[config.mk]
export PLATFORM = sky130hd
export DESIGN_NAME = boot_lock_seq
export DESIGN_NICKNAME = d
export VERILOG_FILES = /design/src/rtl/boot_lock_pkg.sv /design/src/rtl/a15_rise_det.sv /design/src/rtl/lock_counter.sv /design/src/rtl/lock_fsm.sv /design/src/rtl/boot_lock_seq.sv
export SDC_FILE = /design/constraint.sdc
export NUM_CORES = 1
export LEC_CHECK = 0
export ABC_AREA = 1
export BUFFER_PORTS_ARGS = -buffer_cell sky130_fd_sc_hd__buf_4
export CAP_MARGIN = 15
export CORE_MARGIN = 2
export CORE_UTILIZATION = 37
export CTS_CLUSTER_DIAMETER = 60
export DETAILED_ROUTE_END_ITERATION = 7
export PLACE_DENSITY = 0.68
export SLEW_MARGIN = 20
export SYNTH_ARGS = -nofsm -noshare
export SYNTH_HDL_FRONTEND = slang
export SYNTH_SLANG_ARGS = --single-unit
[constraint.sdc]
create_clock -name clk -period 1.7 [get_ports clk]
set_clock_uncertainty 0.1 [all_clocks]
set_input_delay 0.34 -clock clk [delete_from_list [all_inputs] [get_ports clk]]
set_output_delay 0.34 -clock clk [all_outputs]
set_load 0.02 [all_outputs]
[src/rtl/boot_lock_pkg.sv]
package boot_lock_pkg;
  typedef enum logic [1:0] {
    LK_MONO   = 2'd0,
    LK_COLOUR = 2'd1,
    LK_OPEN   = 2'd2
  } lock_mode_e;
endpackage

[src/rtl/a15_rise_det.sv]
// Detects a rising A15 between two successive ROM read strobes.
module a15_rise_det (
  input  logic clk,
  input  logic rst_n,
  input  logic rd_stb,
  input  logic a15,
  output logic rise_evt
);
  logic last_a15_q;

  // Bootstrap runs with A15 high, so reset assumes a high sample.
  always_ff @(posedge clk) begin
    if (!rst_n)      last_a15_q <= 1'b1;
    else if (rd_stb) last_a15_q <= a15;
  end

  assign rise_evt = rd_stb & a15 & ~last_a15_q;
endmodule

[src/rtl/lock_counter.sv]
// Saturating event counter with a synchronous clear that has priority.
module lock_counter #(
  parameter int CNT_W  = 8,
  parameter int TARGET = 8'h30
) (
  input  logic             clk,
  input  logic             rst_n,
  input  logic             evt,
  input  logic             clr,
  output logic [CNT_W-1:0] cnt,
  output logic             at_target
);
  localparam logic [CNT_W-1:0] TGT = CNT_W'(TARGET);
  localparam logic [CNT_W-1:0] ONE = CNT_W'(1);

  assign at_target = (cnt == TGT);

  always_ff @(posedge clk) begin
    if (!rst_n)                 cnt <= '0;
    else if (clr)               cnt <= '0;
    else if (evt && !at_target) cnt <= cnt + ONE;
  end
endmodule

[src/rtl/lock_fsm.sv]
// Three-mode lock state machine.
module lock_fsm
  import boot_lock_pkg::*;
(
  input  logic       clk,
  input  logic       rst_n,
  input  logic       evt,
  input  logic       at_target,
  input  logic       ram_acc,
  output lock_mode_e mode,
  output logic       clr_cnt
);
  lock_mode_e mode_d;

  always_comb begin
    mode_d  = mode;
    clr_cnt = 1'b0;
    unique case (mode)
      LK_MONO: begin
        // A RAM access outranks a same-cycle counter event.
        if (ram_acc || (evt && at_target)) begin
          mode_d  = LK_COLOUR;
          clr_cnt = 1'b1;
        end
      end
      LK_COLOUR: begin
        if (evt && at_target) mode_d = LK_OPEN;
      end
      default: mode_d = LK_OPEN;
    endcase
  end

  always_ff @(posedge clk) begin
    if (!rst_n) mode <= LK_MONO;
    else        mode <= mode_d;
  end
endmodule

[src/rtl/boot_lock_seq.sv]
module boot_lock_seq
  import boot_lock_pkg::*;
#(
  parameter int CNT_W  = 8,
  parameter int TARGET = 8'h30,
  parameter int DATA_W = 8
) (
  input  logic              clk,
  input  logic              rst_n,
  input  logic              a15_i,
  input  logic              rom_rd_i,
  input  logic              ram_acc_i,
  output logic [1:0]        mode_o,
  output logic              logo_force_o,
  output logic [DATA_W-1:0] ram_rdata_o
);
  logic             rise_evt;
  logic             clr_cnt;
  logic             at_target;
  logic [CNT_W-1:0] cnt;
  lock_mode_e       mode;

  a15_rise_det u_det (
    .clk      (clk),
    .rst_n    (rst_n),
    .rd_stb   (rom_rd_i),
    .a15      (a15_i),
    .rise_evt (rise_evt)
  );

  lock_counter #(.CNT_W(CNT_W), .TARGET(TARGET)) u_cnt (
    .clk       (clk),
    .rst_n     (rst_n),
    .evt       (rise_evt),
    .clr       (clr_cnt),
    .cnt       (cnt),
    .at_target (at_target)
  );

  lock_fsm u_fsm (
    .clk       (clk),
    .rst_n     (rst_n),
    .evt       (rise_evt),
    .at_target (at_target),
    .ram_acc   (ram_acc_i),
    .mode      (mode),
    .clr_cnt   (clr_cnt)
  );

  assign mode_o       = mode;
  assign logo_force_o = (mode == LK_COLOUR);
  assign ram_rdata_o  = '1;
endmodule

# Word-level counts from Yosys, hierarchy flattened
# Cells that the tools add are included.
dict set report totals {
  regBits 11
  out_inout_bits 11
}
dict set report op_classes {
  addsub 1
  eq_ne 4
  n_mux 5
  n_bitwise 4
  reduce_logical 7
}
# op n
set op_table {}
lappend op_table {{8-bit by 1-bit adder with 8-bit output, second input constant} 1}
lappend op_table {{8-bit by 6-bit == test with 1-bit output, second input constant} 1}
lappend op_table {{2-bit 2-to-1 mux} 2}
lappend op_table {{2-bit by 1-bit != test with 1-bit output, second input constant} 2}
lappend op_table {{2-bit case mux with 2 select lines} 1}
lappend op_table {{1-bit AND} 2}
lappend op_table {{2-bit by 1-bit == test with 1-bit output, second input constant} 1}
lappend op_table {{1-bit logical AND} 2}
lappend op_table {{2-bit logical NOT} 1}
lappend op_table {{1-bit 2-to-1 mux} 2}
lappend op_table {{1-bit NOT} 2}
lappend op_table {{2-bit AND reduction} 1}
lappend op_table {{2-bit OR reduction} 1}
lappend op_table {{1-bit logical NOT} 1}
lappend op_table {{1-bit logical OR} 1}

# Logic depth before layout (Yosys ltp)
dict set report depth {
  word_depth 7
  ltp_mapped 10
}

# Modules after synthesis
# A second synthesis with hierarchy kept.
dict set report hier_totals {
  hier_cells 111
  area_unflattened_um2 723.2
}
# mod instances cells_per_inst area_each_um2
set by_module_without_submodules {}
lappend by_module_without_submodules {lock_counter 1 78 506.7}
lappend by_module_without_submodules {lock_fsm 1 16 100.1}
lappend by_module_without_submodules {boot_lock_seq 1 11 73.8}
lappend by_module_without_submodules {a15_rise_det 1 6 42.5}

# Worst setup path after synthesis
# OpenSTA, ideal clock, no wires.
dict set report synth_path {
  kind {register to register}
  from {register u_cnt.cnt[0]}
  to {register u_cnt.cnt[6]}
  setup_time_ns 0.115
  arrival_time_ns 1.141
  t_required_ns 1.485
  slack_ns 0.344
  stages_incl_launch_ff 10
  synth_period_minus_slack_ns 1.356
  path_cell_list {dfxtp_1 > inv_1 > ha_1 > nand2_1 > nor2_4 > nand3_1 > nand2_1 > nand2_2 > nand2_4 > nor2_2}
}
dict set report synth_between {
  elab_chain_cells 6
  elab_cells_between_ends 9
  classes_between {add/sub (1); eq/ne (1); mux (2); reduce/logical (5)}
}
# item line_no
set synth_rtl {}
lappend synth_rtl {{from (decl)} lock_counter.sv:10} ;# output logic [CNT_W-1:0] cnt,
lappend synth_rtl {{from (signal assigned)} lock_counter.sv:21} ;# else if (evt && !at_target) cnt <= cnt + ONE;
lappend synth_rtl {{8-bit by 6-bit == test with 1-bit output} lock_counter.sv:16} ;# assign at_target = (cnt == TGT);
lappend synth_rtl {{1-bit logical AND} lock_fsm.sv:21} ;# if (ram_acc || (evt && at_target)) begin
lappend synth_rtl {{1-bit logical OR} lock_fsm.sv:21}
lappend synth_rtl {{1-bit 2-to-1 mux} lock_fsm.sv:21}
lappend synth_rtl {{1-bit 2-to-1 mux} lock_fsm.sv:18} ;# unique case (mode)
lappend synth_rtl {{2-bit OR reduction (no line)} n/a}
# Several ways; a longest one is shown, not always the timed one.
# A chain may end at the register's enable or synchronous reset.

# Worst setup path in the final report
dict set report layout_path {
  from {register u_cnt.cnt[0]}
  to {register u_cnt.cnt[7]}
}
# Same word-level chain as after synthesis.

==> results.md <==
* 1st-pass router iterations at 4
* Clk pin slew, worst setup/hold paths at 0.06 ns
* Vias per cell at 4.44
* Critical Path Sink: u_cnt.cnt[7]$_SDFFE_PP0P_
* Die Span Y at 50.7 um
* Worst reg2reg setup slack at 0.21 ns
* # nets final at 142
* Initial antenna violation count at 0
* RSZ-0062 raised after global routing: no
* # port buffers at 7
* Placed cells at 157
* Synthesized instance count at 125
* Post-synth EDFFs at 0
* Initial Utilization at 0.404
* Total CTS buffers at 3
* Die W at 50.7 um
* Worst-path maximum fanout at 8
* Vias at 715
* TNS Setup at 0 ns
* Seq/Total Area, Yosys at 0.272
* Post-DRT Antenna Nets at 0
* Syn-to-layout area delta at 8.36%
* Fin crit share at 0.874
* Achievable Freq at 673 MHz
* Pwr/cell area at about 600 mW/mm2
* GP Congestion at ~0.88
* Commonest non-fill, non-tap cell in the layout: nand2_1
* Hold crit path type: in -> reg
* Synth warnings at 0
* Clock Latency Late Sink at ~0.26 ns
* Postcts setup bufs at 0
* Tmin final at 1.49 ns
* FF-to-FF End: u_cnt.cnt[7]$_SDFFE_PP0P_
* Row count at 16
* Worst Setup End Kind: flop
* Top-level I/O count at 16
* Post-route DRC at 0
* Leak at between 0.4 and 0.5 nW
* CTS Sinks at 11
* CTS root buffer: clkbuf_4
* Async set-or-reset flop fraction in the synthesized netlist at 0
* Count of final max-slew check failures at 0
* Peak supply drop at 554 uV
* Total Routing Usage GR at 0.121
* Status: finished, final reports clean
* GRT Residual Overflow at 0
* Number of antenna diodes at 0
* Vias in the first global route at 565
* Worst setup path startpoint: u_cnt.cnt[0]$_SDFFE_PP0P_
* Die ar. at 0.00257 mm2
* Htree depth at 1
* Max Cap Viol at 0
* Register bit total from synthesis at 11
* Fin. Hold Viols at 0
* Final Non-Filler Cells at between 150 and 200
* TritonCTS clock tree: done
* Worst setup SP type: flop
* Largest net degree at the start of global routing at 11
* Required time worst endpoint at 1.76 ns
* CP arrival at 1.54 ns
* Fill cells at 226
* WL final at 1.34 mm
* Top FF cell, synth: dfxtp_1
* Core ar. at 0.00200 mm2
* Initial DRC count at 17
* Worst reg-to-reg path cell count at 9
* Post-detail-place hpwl at 1.10 mm
* Crit path kind: reg -> reg
* Max Buffers Root-to-Sink at 2
* Global-route wire length before repair at 2.37 mm
* FF-to-FF Start: u_cnt.cnt[0]$_SDFFE_PP0P_
* Synthesized area at a little over 800 um2
* Yosys cell types at 19
* Mean Syn Cell Area at 6.47 um2
* Post-CTS sizing at 0
* Setup violations, final at 0
* # hold bufs at CTS at 0
* Commonest cells after routing, fill and taps aside: nand2_1 (34), inv_1 (21), nand3_1 (11), dfxtp_1 (11), nor2_1 (10)
* WL/cell at 8.31 um
* Share of layout cells above drive strength 1 at 0.216
==> synthesized netlist by cell type (all sizes together), types with 2 or more instances <==
master	n	area, um2
buf	10	78.8
nand4	3	18.8
ha	2	25.0
nor2	21	116
inv	21	78.8
dfxtp	11	220
nand3	11	55.1
nand2	40	180
==> stage by stage <==
step / utilization / hold slack [ns] / instance area (um2) / total power (W) / setup WS (ns)
after floorplan: - / 0.339 / 835 / 0.000353 / 0.344
after global placement: 0.424 / 0.397 / 850 / 0.000366 / 0.218
after detailed placement: 0.424 / 0.408 / 850 / 0.000367 / 0.211
after CTS: 0.438 / 0.190 / 876 / 0.000539 / 0.208
after global routing: 0.438 / 0.207 / 876 / 0.000560 / 0.102
final: 0.438 / 0.193 / 876 / 0.000529 / 0.214
==> flip-flops by register name, indices dropped and copies added (netlist names) <==
name and cells:
u_fsm.mode 2, u_det.last_a15_q 1, u_cnt.cnt 8
==> how the worst min path moves through the flow <==
stage                                             start                            end  cells past startpoint
after floorplan                                   rst_n  u_det.last_a15_q$_SDFFE_PN1P_                      1
after global placement    u_det.last_a15_q$_SDFFE_PN1P_  u_det.last_a15_q$_SDFFE_PN1P_                      2
after detailed placement  u_det.last_a15_q$_SDFFE_PN1P_  u_det.last_a15_q$_SDFFE_PN1P_                      2
after CTS                                      rom_rd_i  u_det.last_a15_q$_SDFFE_PN1P_                      2
after global routing                           rom_rd_i  u_det.last_a15_q$_SDFFE_PN1P_                      2
final                                          rom_rd_i  u_det.last_a15_q$_SDFFE_PN1P_                      2
==> critical path: stages (launching register included) <==
cell     delay (ns)
dfxtp_1        0.34
inv_1          0.08
ha_1           0.16
nand2_1        0.09
nor2_4         0.12
nand3_1        0.13
nand2_1        0.10
nand2_2        0.07
nand2_4        0.14
nor2_2         0.05
==> final cells by class <==
type | count | area (um2) | share of cell area
sequential | 11 | 220 | 0.251
timing repair buffer | 8 | 60.1 | 0.0686
multi-input combinational | 89 | 452 | 0.516
clock buffer | 4 | 26.3 | 0.0300
tap | 27 | 33.8 | 0.0386
inverter | 22 | 83.8 | 0.0957
==> routing by layer <==
| metal | up-vias | routed length (um) | track usage |
|---|---|---|---|
| met1 | 305 | 656 | 0.169 |
| met2 | 30 | 557 | 0.178 |
| met4 | 0 | 34 | 0.0676 |
| met5 | - | 0 | 0 |
| li1 | 376 | - | - |
| met3 | 4 | 90 | 0.0179 |
==> report_power, final <==
part / internal (W) / leakage (nW) / switching [W] / total, W
sequential: 0.000265 / 0.0893 / 0.00000636 / 0.000272
combinational: 0.0000291 / 0.323 / 0.0000599 / 0.0000890
clock: 0.0000907 / 0.0150 / 0.0000779 / 0.000169
==> logic make-up after synthesis <==
family	after synthesis	share of synthesized area
buffers and inverters	32	0.201
adders and majority gates	2	0.0310
and+or+nand+nor	75	0.458
AOI/OAI and AO/OA	3	0.0217
DFF	11	0.272
xor gates and xnor gates	1	0.0108
other	1	0.00464
Note: power is estimated with default switching activity, not from simulation.
